[src/rtl/wrq_pkg.sv]
package wrq_pkg;
   typedef enum logic {
      WRQ_FN_WAIT = 1'b0,
      WRQ_FN_REQ  = 1'b1
   } wrq_fn_e;

   typedef enum logic {
      WRQ_DIR_TX = 1'b0,
      WRQ_DIR_RX = 1'b1
   } wrq_dir_e;

   typedef struct packed {
      logic ready;
      logic access;
   } wrq_side_t;
endpackage

[src/rtl/wrq_side_sel.sv]
module wrq_side_sel
   import wrq_pkg::*;
(
   input  wrq_dir_e  dir_i,
   input  logic      tx_empty_i,
   input  logic      rx_avail_i,
   input  logic      rd_i,
   input  logic      wr_i,
   output wrq_side_t side_o
);
   always_comb begin
      if (dir_i == WRQ_DIR_RX) begin
         side_o.ready  = rx_avail_i;
         side_o.access = rd_i;
      end else begin
         side_o.ready  = tx_empty_i;
         side_o.access = wr_i;
      end
   end
endmodule

[src/rtl/wrq_req_track.sv]
module wrq_req_track
   import wrq_pkg::*;
#(
   parameter int REARM_NEEDS_IDLE = 1
) (
   input  logic      clk,
   input  logic      rst_n,
   input  logic      active_i,
   input  wrq_side_t side_i,
   output logic      req_o
);
   if (REARM_NEEDS_IDLE < 0 || REARM_NEEDS_IDLE > 1) begin : g_bad_rearm
      $error("wrq_req_track: REARM_NEEDS_IDLE must be 0 or 1");
   end

   logic served_q;
   logic served_d;
   logic req_d;

   generate
      if (REARM_NEEDS_IDLE == 1) begin : g_hold
         always_comb begin
            if (!active_i)           served_d = 1'b0;
            else if (side_i.access)  served_d = 1'b1;
            else if (!side_i.ready)  served_d = 1'b0;
            else                     served_d = served_q;
         end
      end else begin : g_nohold
         always_comb served_d = 1'b0;
      end
   endgenerate

   always_comb req_d = active_i & side_i.ready & ~side_i.access & ~served_q;

   always_ff @(posedge clk or negedge rst_n) begin
      if (!rst_n) begin
         served_q <= 1'b0;
         req_o    <= 1'b0;
      end else begin
         served_q <= served_d;
         req_o    <= req_d;
      end
   end

   AST_REQ_DROPS_ON_SERVICE: assert property (@(posedge clk) disable iff (!rst_n)
      (req_o && side_i.access) |=> !req_o);

   AST_REQ_NEEDS_READY: assert property (@(posedge clk) disable iff (!rst_n)
      $rose(req_o) |-> $past(side_i.ready));

   AST_NO_QUICK_REARM: assert property (@(posedge clk) disable iff (!rst_n)
      ($past(side_i.access) && $past(active_i) && $past(side_i.ready) && side_i.ready && active_i)
      |=> !req_o);

   AST_IDLE_DROPS: assert property (@(posedge clk) disable iff (!rst_n)
      !active_i |=> !req_o);
endmodule

[src/rtl/wrq_pin_drv.sv]
module wrq_pin_drv
   import wrq_pkg::*;
#(
   parameter int WAIT_REG = 0
) (
   input  logic    clk,
   input  logic    rst_n,
   input  logic    en_i,
   input  wrq_fn_e fn_i,
   input  logic    wait_hit_i,
   input  logic    req_i,
   output logic    pin_n_o,
   output logic    pin_oe_o
);
   if (WAIT_REG < 0 || WAIT_REG > 1) begin : g_bad_wait
      $error("wrq_pin_drv: WAIT_REG must be 0 or 1");
   end

   logic wait_low;

   generate
      if (WAIT_REG == 1) begin : g_wait_ff
         logic wait_q;
         always_ff @(posedge clk or negedge rst_n) begin
            if (!rst_n) wait_q <= 1'b0;
            else        wait_q <= en_i & wait_hit_i & (fn_i == WRQ_FN_WAIT);
         end
         assign wait_low = wait_q & en_i & (fn_i == WRQ_FN_WAIT);
      end else begin : g_wait_comb
         assign wait_low = en_i & wait_hit_i & (fn_i == WRQ_FN_WAIT);
      end
   endgenerate

   always_comb begin
      if (fn_i == WRQ_FN_REQ) begin
         pin_oe_o = 1'b1;
         pin_n_o  = ~(en_i & req_i);
      end else begin
         pin_oe_o = wait_low;
         pin_n_o  = ~wait_low;
      end
   end

   AST_DIS_REQ_HIGH: assert property (@(posedge clk) disable iff (!rst_n)
      (!en_i && fn_i == WRQ_FN_REQ) |-> (pin_oe_o && pin_n_o));

   AST_DIS_WAIT_FLOAT: assert property (@(posedge clk) disable iff (!rst_n)
      (!en_i && fn_i == WRQ_FN_WAIT) |-> !pin_oe_o);

   AST_WAIT_NEVER_HIGH: assert property (@(posedge clk) disable iff (!rst_n)
      (fn_i == WRQ_FN_WAIT && pin_oe_o) |-> !pin_n_o);

   AST_REQ_ALWAYS_DRIVEN: assert property (@(posedge clk) disable iff (!rst_n)
      (fn_i == WRQ_FN_REQ) |-> pin_oe_o);
endmodule

[src/rtl/wrq_ctrl.sv]
module wrq_ctrl
   import wrq_pkg::*;
#(
   parameter int WAIT_REG         = 0,
   parameter int REARM_NEEDS_IDLE = 1
) (
   input  logic clk,
   input  logic rst_n,
   input  logic cfg_en,
   input  logic cfg_req_mode,
   input  logic cfg_rx_dir,
   input  logic tx_empty,
   input  logic rx_avail,
   input  logic cpu_rd,
   input  logic cpu_wr,
   output logic wrq_n_o,
   output logic wrq_oe_o,
   output logic txreq_n_o
);
   localparam int NUM_TRACK = 2;

   wrq_fn_e   fn;
   wrq_dir_e  dir;
   wrq_side_t main_side;
   wrq_side_t tx_side;
   logic      wait_hit;
   logic [NUM_TRACK-1:0] trk_active;
   logic [NUM_TRACK-1:0] trk_req;
   wrq_side_t trk_side [NUM_TRACK];

   assign fn  = wrq_fn_e'(cfg_req_mode);
   assign dir = wrq_dir_e'(cfg_rx_dir);

   wrq_side_sel u_main_sel (
      .dir_i      (dir),
      .tx_empty_i (tx_empty),
      .rx_avail_i (rx_avail),
      .rd_i       (cpu_rd),
      .wr_i       (cpu_wr),
      .side_o     (main_side)
   );

   wrq_side_sel u_tx_sel (
      .dir_i      (WRQ_DIR_TX),
      .tx_empty_i (tx_empty),
      .rx_avail_i (rx_avail),
      .rd_i       (cpu_rd),
      .wr_i       (cpu_wr),
      .side_o     (tx_side)
   );

   assign wait_hit = main_side.access & ~main_side.ready;

   assign trk_active[0] = cfg_en & (fn == WRQ_FN_REQ);
   assign trk_active[1] = cfg_en & (fn == WRQ_FN_REQ) & (dir == WRQ_DIR_RX);
   assign trk_side[0]   = main_side;
   assign trk_side[1]   = tx_side;

   for (genvar i = 0; i < NUM_TRACK; i++) begin : g_trk
      wrq_req_track #(.REARM_NEEDS_IDLE(REARM_NEEDS_IDLE)) u_trk (
         .clk      (clk),
         .rst_n    (rst_n),
         .active_i (trk_active[i]),
         .side_i   (trk_side[i]),
         .req_o    (trk_req[i])
      );
   end

   wrq_pin_drv #(.WAIT_REG(WAIT_REG)) u_pin (
      .clk        (clk),
      .rst_n      (rst_n),
      .en_i       (cfg_en),
      .fn_i       (fn),
      .wait_hit_i (wait_hit),
      .req_i      (trk_req[0]),
      .pin_n_o    (wrq_n_o),
      .pin_oe_o   (wrq_oe_o)
   );

   assign txreq_n_o = ~trk_req[1];

   AST_TXREQ_IDLE_HIGH: assert property (@(posedge clk) disable iff (!rst_n)
      !(cfg_en && cfg_req_mode && cfg_rx_dir) |=> txreq_n_o);

   AST_FLOAT_VALUE_ONE: assert property (@(posedge clk) disable iff (!rst_n)
      !wrq_oe_o |-> wrq_n_o);
endmodule

[config.mk]
export PLATFORM = sky130hd
export DESIGN_NAME = wrq_ctrl
export DESIGN_NICKNAME = d
export VERILOG_FILES = /design/src/rtl/wrq_pkg.sv /design/src/rtl/wrq_side_sel.sv /design/src/rtl/wrq_req_track.sv /design/src/rtl/wrq_pin_drv.sv /design/src/rtl/wrq_ctrl.sv
export SDC_FILE = /design/constraint.sdc
export NUM_CORES = 1
export LEC_CHECK = 0
export BUFFER_PORTS_ARGS = -buffer_cell sky130_fd_sc_hd__buf_2
export CORE_AREA = 2 2 39 41
export CTS_CLUSTER_DIAMETER = 40
export DETAILED_ROUTE_END_ITERATION = 8
export DIE_AREA = 0 0 41 43
export HOLD_SLACK_MARGIN = 0.1
export MAX_ROUTING_LAYER = met4
export PLACE_DENSITY = 0.37
export RECOVER_POWER = 100
export SLEW_MARGIN = 20
export SYNTH_ARGS = -nofsm -noshare
export SYNTH_HDL_FRONTEND = slang
export SYNTH_SLANG_ARGS = --single-unit
[constraint.sdc]
create_clock -name clk -period 1.3 [get_ports clk]
set_input_delay 0.13 -clock clk [delete_from_list [all_inputs] [get_ports clk]]
set_output_delay 0.13 -clock clk [all_outputs]
set_load 0.02 [all_outputs]
==> metrics.txt, run 1 <==
Area Growth Syn to Fin 43.82%; RD Place Congestion 0.5463; Synth area leader dfrtp_1; PortBufs 11; Starting Density 16.09%; run status finished, final reports clean; CP required 1170 ps; top-area cell type share of the netlist area 44.94%; Syn Inst Count 21; Critical Path Source cfg_en; Layout Skew 0.03372 ps; filler instances approximately 170; Clock Sinks 4; CTS root buf clkbuf_4; Min-Delay Path Class in -> reg; largest net degree at the start of global routing 6; synthesized flop and latch total 4; DRT iter0 DRCs 0; fin area around 320 sq um; Critical Path Sink Type output pin; I/O Pins 12; setup repair after global routing missed its margin false; initial antenna violation count 0; post-cts resize count 0; Final Hold Viols 0; CTS max path bufs 2; vias in the first global route 214; DP HPWL 441.5 microns; Max H-tree Level 1; share of cells above drive strength 1 33.33%; placed inst area approximately 300 sq um; synthesized cell area 222.7 sq um; routed wire length 519 microns; sequential element share of the synthesized area 44.94%; part of the cycle the worst path needs 83.93%; antenna cell count 0; Period minus WS final 1091 ps; CTS tree done; hold_sp cpu_wr; final instance count without filler cells 52; worst slew pin tran roughly 260 ps; Vias/cell 4.038; Synth warnings 0; Worst-Skew Late Latency 230 ps; cts bufs inserted 3; Synth area leaders dfrtp_1 (45%), mux2_4 (6.7%), nor4_2 (5.6%); R2R Path Start g_trk[1].u_trk.served_q; cell area power density between 1000 and 1500 nW/um^2; postcts setup bufs 0; Die Area 1763 sq um; post-route antenna net violation count 0; gr usage total 7.748%; Mean Syn Cell Area 10.61 sq um; first-pass GRT wire length 793 microns; Setup Total Neg Slack 0 ps; Yosys cell types 16; via count 210; Core Area 1384 sq um; Pleak 0.1556 nW; CP Launch Type input pin; num rows 14; VDD IR max 0.2204 mV; Die Span X 41 microns; DRC 0; worst rel slew slack roughly 83%; Min Hold Slack around 110 ps; CP Class in -> out; Max Cap Viol 0; DR WL/cell 9.981 microns; CP arrival 960 ps; syn_nets 30; Inst Count DP 48; Final setup viols 0; crit-path max FO 5; die span in y between 40 and 50 microns; Clock transition at path regs 30 ps; 1st-pass router iterations 1; fmax 916.6 MHz; total grt overflow 0; final net count 47; fin. max-slew vios 0
-- critical path, stage by stage --
cell and delay [ps]:
buf_2 130, and4b_1 200, a31oi_1 210, o21a_1 140
buf_2 150
-- metrics by stage --
step                      setup slack [ps]  total power, W  utilization (%)
after floorplan                      461.1       0.0001582                -
after global placement               250.6       0.0001854            21.52
after detailed placement             216.2       0.0001870            21.52
after CTS                            208.1       0.0003488            23.87
after global routing                 164.1       0.0003535            23.15
final                                209.0       0.0003319            23.15
-- cells by family after synthesis --
group           share of synthesized area (%)
compound gates                          12.92
buf+inv                                 1.684
mux                                     11.23
simple gates                            29.22
flops                                   44.95
-- worst paths after layout --
| kind | slack, ps | cells past startpoint | endpoint |
|---|---|---|---|
| max | 210 | 5 | wrq_n_o |
| min | 110 | 2 | g_trk[1].u_trk.req_o |
| max reg2reg | 530 | 1 | g_trk[1].u_trk.req_o |
| min reg2reg | 420 | 1 | g_trk[0].u_trk.req_o |
| max in group asynchronous | 850 | 2 | g_trk[0].u_trk.req_o |
| min in group asynchronous | 260 | 2 | g_trk[1].u_trk.req_o |
-- report_power, final --
part / internal [W] / switching, W
combinational: 0.0000252 / 0.0000284
sequential: 0.000129 / 0.00000142
clock: 0.000103 / 0.0000450
total: 0.000257 / 0.0000748
-- sequential cells by signal, indices dropped and copies added (netlist names) --
| signal | cells |
|---|---|
| g_trk.u_trk.req_o | 2 |
| g_trk.u_trk.served_q | 2 |
-- Yosys cell counts --
library cell	count
nor2_1	2
o21ba_1	1
dfrtp_1	4
nor4b_1	1
inv_1	1
nand2_1	1
mux2i_1	1
nor2b_1	1
nand2b_1	1
a31oi_1	1
o21a_1	1
mux2_4	1
nand3_1	2
a21oi_1	1
and4b_1	1
nor4_2	1
-- placed cells by master, fill, tap and decap left out --
master,synthesis,routed
and4b_1,1,1
o21ba_1,1,1
buf_2,0,8
nor2b_1,1,1
inv_1,1,1
nand2_1,1,1
nor2_1,2,2
clkbuf_1,0,3
nor4b_1,1,1
clkbuf_4,0,3
a31oi_1,1,1
nand2b_1,1,1
mux2_4,1,1
a21oi_1,1,1
o21a_1,1,1
nand3_1,2,2
nor4_1,0,1
dlygate4sd3_1,0,1
mux2i_1,1,1
dfrtp_1,4,4
-- area by class of cell --
type / instances / area [sq um] / area share, %
clock buffers: 3 / 22.52 / 7.031
inverters: 1 / 3.754 / 1.172
multi-input cells: 16 / 112.6 / 35.16
flip-flops and latches: 4 / 100.1 / 31.25
well taps: 16 / 20.02 / 6.250
repair buffers: 12 / 61.31 / 19.14
-- repair_timing --
item	in CTS	in global routing
hold buffers	1	0
endpoints found under the setup margin	0	0
hold endpoints to repair	4	0
-- per-layer routing --
metal	wire, microns	global-route usage [%]	part of all wire, %	up-vias
li1	-	-	-	107
met1	187	6.189	36	93
met2	259	10.94	50	10
met3	72	3.141	14	0
met4	0	10.00	0	0
met5	0	-	0	-
(Power assumes the default switching activity.)
==> run 2: changes to the inputs <==
==> constraint.sdc (replaced) <==
create_clock -name clk -period 1.1 [get_ports clk]
set_input_delay 0.11 -clock clk [delete_from_list [all_inputs] [get_ports clk]]
set_output_delay 0.11 -clock clk [all_outputs]
set_load 0.02 [all_outputs]
==> run 2 against run 1 <==
  * Cell area is 3.9% higher
  * Non-clock buffer count up 1
  * Cell count increased by 1.9%
  * Routed wire length rose by 9.2%
  * Utilization increased by 0.90 points
  * Total power grew 19%
==> metrics.txt, run 2 (same netlist as run 1, synthesis figures left out) <==
num rows 14 (unchanged); Core Util, Final 24.05% (was 23.15%); reg2reg setup slack 330 ps (was 530 ps); Pleak 0.1617 nW (was 0.1556 nW); cts bufs inserted 3 (unchanged); antenna cell count 0 (unchanged); CP required 990 ps (was 1170 ps); initial antenna violation count 0 (unchanged); RD Place Congestion 0.5854 (was 0.5463); Area Growth Syn to Fin 49.44% (was 43.82%); worst hold stages 3 (was 2); commonest non-fill, non-tap cell in the layout buf_2 (unchanged); share of cells above drive strength 1 32.43% (was 33.33%); R2R Path Start g_trk[1].u_trk.served_q (unchanged); Period minus WS final 1013 ps; Worst-Skew Late Latency 230 ps (about the same); Critical Path Sink Type output pin (unchanged); Final setup viols 0 (unchanged); final net count 48 (was 47); 1st-pass router iterations 4 (was 1); via count 220 (was 210); Die Span X 41 microns (unchanged); CTS max path bufs 2 (unchanged); CP Launch Type flop (was input pin); Core Area 1384 sq um (unchanged); Starting Density 16.09% (unchanged); Min-Delay Path Class in -> reg (unchanged); vias in the first global route 237 (was 214); most frequent cells in the layout buf_2 (6), dfrtp_1 (4), clkbuf_4 (3), clkbuf_1 (3) (was buf_2 (8), dfrtp_1 (4), clkbuf_4 (3), clkbuf_1 (3)); part of the cycle the worst path needs 92.13%; post-route antenna net violation count 0 (unchanged); CTS root buf clkbuf_4 (unchanged); DR WL/cell 10.70 microns (was 9.981 microns); fin. max-slew vios 0 (unchanged); VDD IR max 0.4061 mV (was 0.2204 mV); DRT iter0 DRCs 3 (was 0); Setup Total Neg Slack 0 ps (unchanged); CP Class reg -> out (was in -> out); first-pass GRT wire length 966 microns (was 793 microns); Clock Sinks 4 (unchanged); Die Area 1763 sq um (unchanged); Clock transition at path regs 30 ps (about the same); CTS tree done (unchanged); crit-path max FO 1 (was 5); Layout Skew 0.03944 ps (was 0.03372 ps); Hold Path End g_trk[0].u_trk.req_o (was g_trk[1].u_trk.req_o); worst slew pin tran 259.0 ps (was 256.5 ps); largest net degree at the start of global routing 6 (unchanged); total grt overflow 0 (unchanged); gr usage total 8.893% (was 7.748%); die span in y 43 microns (unchanged); Max H-tree Level 1 (unchanged); CP arrival 900 ps (was 960 ps); cell area power density 1190 nW/um^2 (was 1036 nW/um^2); PortBufs 11 (unchanged); worst rel slew slack 82.49% (was 82.66%); run status finished, final reports clean (unchanged); routed wire length 567 microns (was 519 microns); DRC 0 (unchanged); fmax 986.7 MHz; Final Hold Viols 0 (unchanged); Max Cap Viol 0 (unchanged); largest registers g_trk.u_trk.req_o x2, g_trk.u_trk.served_q x2 (unchanged); FF-to-FF End g_trk[1].u_trk.req_o (unchanged); Vias/cell 4.151 (was 4.038); worst reg-to-reg path cell count 1 (unchanged); hold_sp cfg_req_mode (was cpu_wr); I/O Pins 12 (unchanged); setup repair after global routing missed its margin false (unchanged)
==> run 2: cell types whose count changed in the layout (fill, tap and decap cells not counted), sizes merged <==
| cell | change |
|---|---|
| buf | -1 |
| clkbuf | +1 |
| dlygate4sd3 | +1 |
==> run 2: final cells by class <==
| class | instances | area [sq um] |
|---|---|---|
| Clock buffer | 3 | 22.52 |
| Fill cell | 159 | 1051 |
| Inverter | 1 | 3.754 |
| Multi-Input combinational cell | 16 | 112.6 |
| Sequential cell | 4 | 100.1 |
| Tap cell | 16 | 20.02 |
| Timing Repair Buffer | 13 | 73.82 |
==> run 2: repair_timing <==
action	CTS	global route
buffers inserted	0	0
hold buffers	2	0
resized for setup	0	1
endpoints found under the setup margin	0	1
endpoints found under the hold margin	5	0
==> run 2: how the worst max path moves through the flow <==
stage,start,to,slack [ps]
floorplan,cfg_en,wrq_n_o,300
global placement,cfg_en,wrq_n_o,100
detailed placement,cfg_en,wrq_n_o,90
CTS,g_trk[0].u_trk.req_o,wrq_n_o,50
global route,g_trk[0].u_trk.req_o,wrq_n_o,20
finish,g_trk[0].u_trk.req_o,wrq_n_o,90
==> run 2: critical path: stages, from the launching register on <==
cell,delay (ps)
dfrtp_1,350
nand3_1,80
o21a_1,120
buf_4,130
==> run 2: metrics by stage <==
| stage | hold slack, ps | cell area (sq um) | instances | power [W] | setup slack (ps) |
|---|---|---|---|---|---|
| 3_5_place_dp | -76.16 | 297.8 | 48 | 0.0002214 | 85.56 |
| 2_1_floorplan | -185.6 | 222.7 | 21 | 0.0001869 | 301.1 |
| 6_report | 178.0 | 332.8 | 53 | 0.0003960 | 86.57 |
| 4_1_cts | 157.8 | 340.3 | 53 | 0.0004105 | 51.47 |
| 3_3_place_gp | -81.16 | 297.8 | 48 | 0.0002185 | 104.4 |
| 5_1_grt | 179.8 | 332.8 | 53 | 0.0004442 | 16.58 |
==> run 2: report_power, final <==
part	internal (W)	switching (W)
Combinational	0.0000330	0.0000352
Sequential	0.000153	0.00000161
Clock	0.000121	0.0000521
Total	0.000307	0.0000889
==> run 2: layer usage <==
metal	wire [microns]	global-route usage [%]	vias to the layer above
met3	71	4.712	0
met1	264	9.477	98
met5	0	-	-
met2	231	12.19	12
li1	-	-	110
met4	0	6.000	0
==> run 3: changes to the inputs <==
--- a/config.mk
+++ b/config.mk
@@ -5,7 +5,7 @@
 export SDC_FILE = /design/constraint.sdc
 export NUM_CORES = 1
 export LEC_CHECK = 0
-export BUFFER_PORTS_ARGS = -buffer_cell sky130_fd_sc_hd__buf_2
+export BUFFER_PORTS_ARGS = -buffer_cell sky130_fd_sc_hd__clkbuf_2
 export CORE_AREA = 2 2 39 41
 export CTS_CLUSTER_DIAMETER = 40
 export DETAILED_ROUTE_END_ITERATION = 8
==> run 3 against run 2 <==
  * Fmax shrank 1.7%
  * Clock-buffer cell count stayed put
  * Critical path depth is the same
  * Die area unchanged
  * Sequential share of layout area is 0.23 points higher
  * First-iteration DRC count decreased by 33%
  * Routed wire length down 4.2%
  * Critical endpoint unchanged
==> metrics.txt, run 3 (same netlist as run 1, synthesis figures left out) <==
run status finished, final reports clean (unchanged); Die Span X 41 microns (unchanged); net switching power 0.00009627 W (was 0.00008890 W); Final Hold Viols 0 (unchanged); crit-path max FO 1 (unchanged); M2 GR Usage 11.25% (was 12.19%); Clock Sinks 4 (unchanged); cell area power density 1220 nW/um^2 (was 1190 nW/um^2); Seq pwr share 38.2% (was 38.9%); gr busiest metal met4 (was met2); fin. max-slew vios 0 (unchanged); worst slew pin tran 242.5 ps (was 259.0 ps); fmax 969.5 MHz (was 986.7 MHz); worst rel slew slack 83.61% (was 82.49%); Min Hold Slack 157.3 ps (was 178.0 ps); I/O Pins 12 (unchanged); final net count 48 (unchanged); Core Area 1384 sq um (unchanged); share of cells above drive strength 1 32.43% (unchanged); 1st-pass router iterations 2 (was 4); gr usage total 7.859% (was 8.893%); Vias/cell 4.358 (was 4.151); setup repair after global routing missed its margin false (unchanged); R2R Path Start g_trk[0].u_trk.served_q (was g_trk[1].u_trk.served_q); Min-Delay Path Class in -> reg (unchanged); hold_sp cfg_req_mode (unchanged); postcts setup bufs 0 (unchanged); CTS tree done (unchanged); Max Cap Viol 0 (unchanged); Max H-tree Level 1 (unchanged); CP Class reg -> out (unchanged); Setup Total Neg Slack 0 ps (unchanged); antenna cell count 0 (unchanged); Final setup viols 0 (unchanged); Clock transition at path regs 40 ps (was 30 ps); Clk pwr share 45.4% (was 43.8%); post-route antenna net violation count 0 (unchanged); PortBufs 11 (unchanged); Die Area 1763 sq um (unchanged); commonest non-fill, non-tap cell in the layout clkbuf_2 (was buf_2); Area Growth Syn to Fin 48.31% (was 49.44%); Period minus WS final 1031 ps (was 1013 ps); Starting Density 16.09% (unchanged); Critical Path Source g_trk[0].u_trk.req_o (unchanged); vias in the first global route 217 (was 237); Internal Power 0.0003067 W (was 0.0003071 W); largest registers g_trk.u_trk.req_o x2, g_trk.u_trk.served_q x2 (unchanged); num rows 14 (unchanged); RD Place Congestion 0.5472 (was 0.5854); Pleak 0.1612 nW (was 0.1617 nW); M3 GR Usage 3.141% (was 4.712%); CTS root buf clkbuf_4 (unchanged); part of the cycle the worst path needs 93.77% (was 92.13%); first-pass GRT wire length 779 microns (was 966 microns); via count 231 (was 220); Worst-Skew Late Latency 240 ps (was 230 ps); CTS max path bufs 2 (unchanged); CP Launch Type flop (unchanged); most frequent cells in the layout clkbuf_2 (7), dfrtp_1 (4), clkbuf_4 (3), clkbuf_1 (3) (was buf_2 (6), dfrtp_1 (4), clkbuf_4 (3), clkbuf_1 (3)); Layout Skew 0.03711 ps (was 0.03944 ps); VDD IR max 0.2885 mV (was 0.4061 mV); initial antenna violation count 0 (unchanged); Comb pwr share 16.3% (was 17.2%); DRT iter0 DRCs 2 (was 3); die span in y 43 microns (unchanged); fin area 330.3 sq um (was 332.8 sq um); placed inst area 297.8 sq um (unchanged); Critical Path Sink Type output pin (unchanged); cts bufs inserted 3 (unchanged); Net Sw Frac 23.89% (was 22.45%); DP HPWL approximately 460 microns; largest net degree at the start of global routing 6 (unchanged); DR WL/cell 10.25 microns (was 10.70 microns); routed wire length 543 microns (was 567 microns); routing usage on met1 5.229% (was 9.477%); CP required 990 ps (about the same); total grt overflow 0 (unchanged); DRC 0 (unchanged); CP arrival 920 ps (was 900 ps)
[run 3: cell count changes in the layout (fill, tap and decap cells not counted)]
cell / delta
buf_2: -5
buf_4: -1
clkbuf_2: +6
[run 3: power by group through the flow]
stage | clock (W) | combinational, W | sequential (W)
3_3_place_gp | 0 | 0.0000628 | 0.000156
3_5_place_dp | 0 | 0.0000645 | 0.000156
6_report | 0.000183 | 0.0000658 | 0.000154
5_1_grt | 0.000197 | 0.0000746 | 0.000155
4_1_cts | 0.000192 | 0.0000703 | 0.000154
2_1_floorplan | 0 | 0.0000310 | 0.000156
[run 3: cell type report]
cell class                      count  area (sq um)
Inverter                            1         3.754
Clock buffer                        3         22.52
Multi-Input combinational cell     16         112.6
Tap cell                           16         20.02
Fill cell                         162          1054
Timing Repair Buffer               13         71.32
Sequential cell                     4         100.1
[run 3: final timing paths]
kind / end / slack, ps / depth (start not counted)
hold / removal: g_trk[0].u_trk.req_o / 160 / 3
min in group asynchronous: g_trk[0].u_trk.served_q / 230 / 2
max in group asynchronous: g_trk[1].u_trk.served_q / 690 / 2
setup / recovery: wrq_n_o / 70 / 3
setup reg to reg: g_trk[0].u_trk.served_q / 320 / 2
hold reg to reg: g_trk[0].u_trk.req_o / 420 / 1
[run 3: routing by layer]
layer	routed length [microns]	vias up
met5	0	-
met4	30	0
met3	64	3
met2	253	13
met1	194	105
li1	-	110
[run 3: repair_timing]
action	in CTS	in global routing
endpoints found under the setup margin	0	1
hold buffers	2	0
resized for setup	0	1
hold endpoints to repair	5	0
[run 3: worst max-delay path: stages (launching register included)]
cell and delay [ps]:
dfrtp_1 350, nand3_1 70, o21a_1 110, buf_2 150
[run 3: metrics by stage]
stage / cells / utilization, % / total power, W / setup slack, ps
after floorplan: 21 / - / 0.0001869 / 301.1
after global placement: 48 / 21.52 / 0.0002188 / 81.80
after detailed placement: 48 / 21.52 / 0.0002207 / 58.63
after CTS: 53 / 24.59 / 0.0004171 / 44.41
after global routing: 53 / 23.87 / 0.0004264 / 2.470
final: 53 / 23.87 / 0.0004030 / 68.56
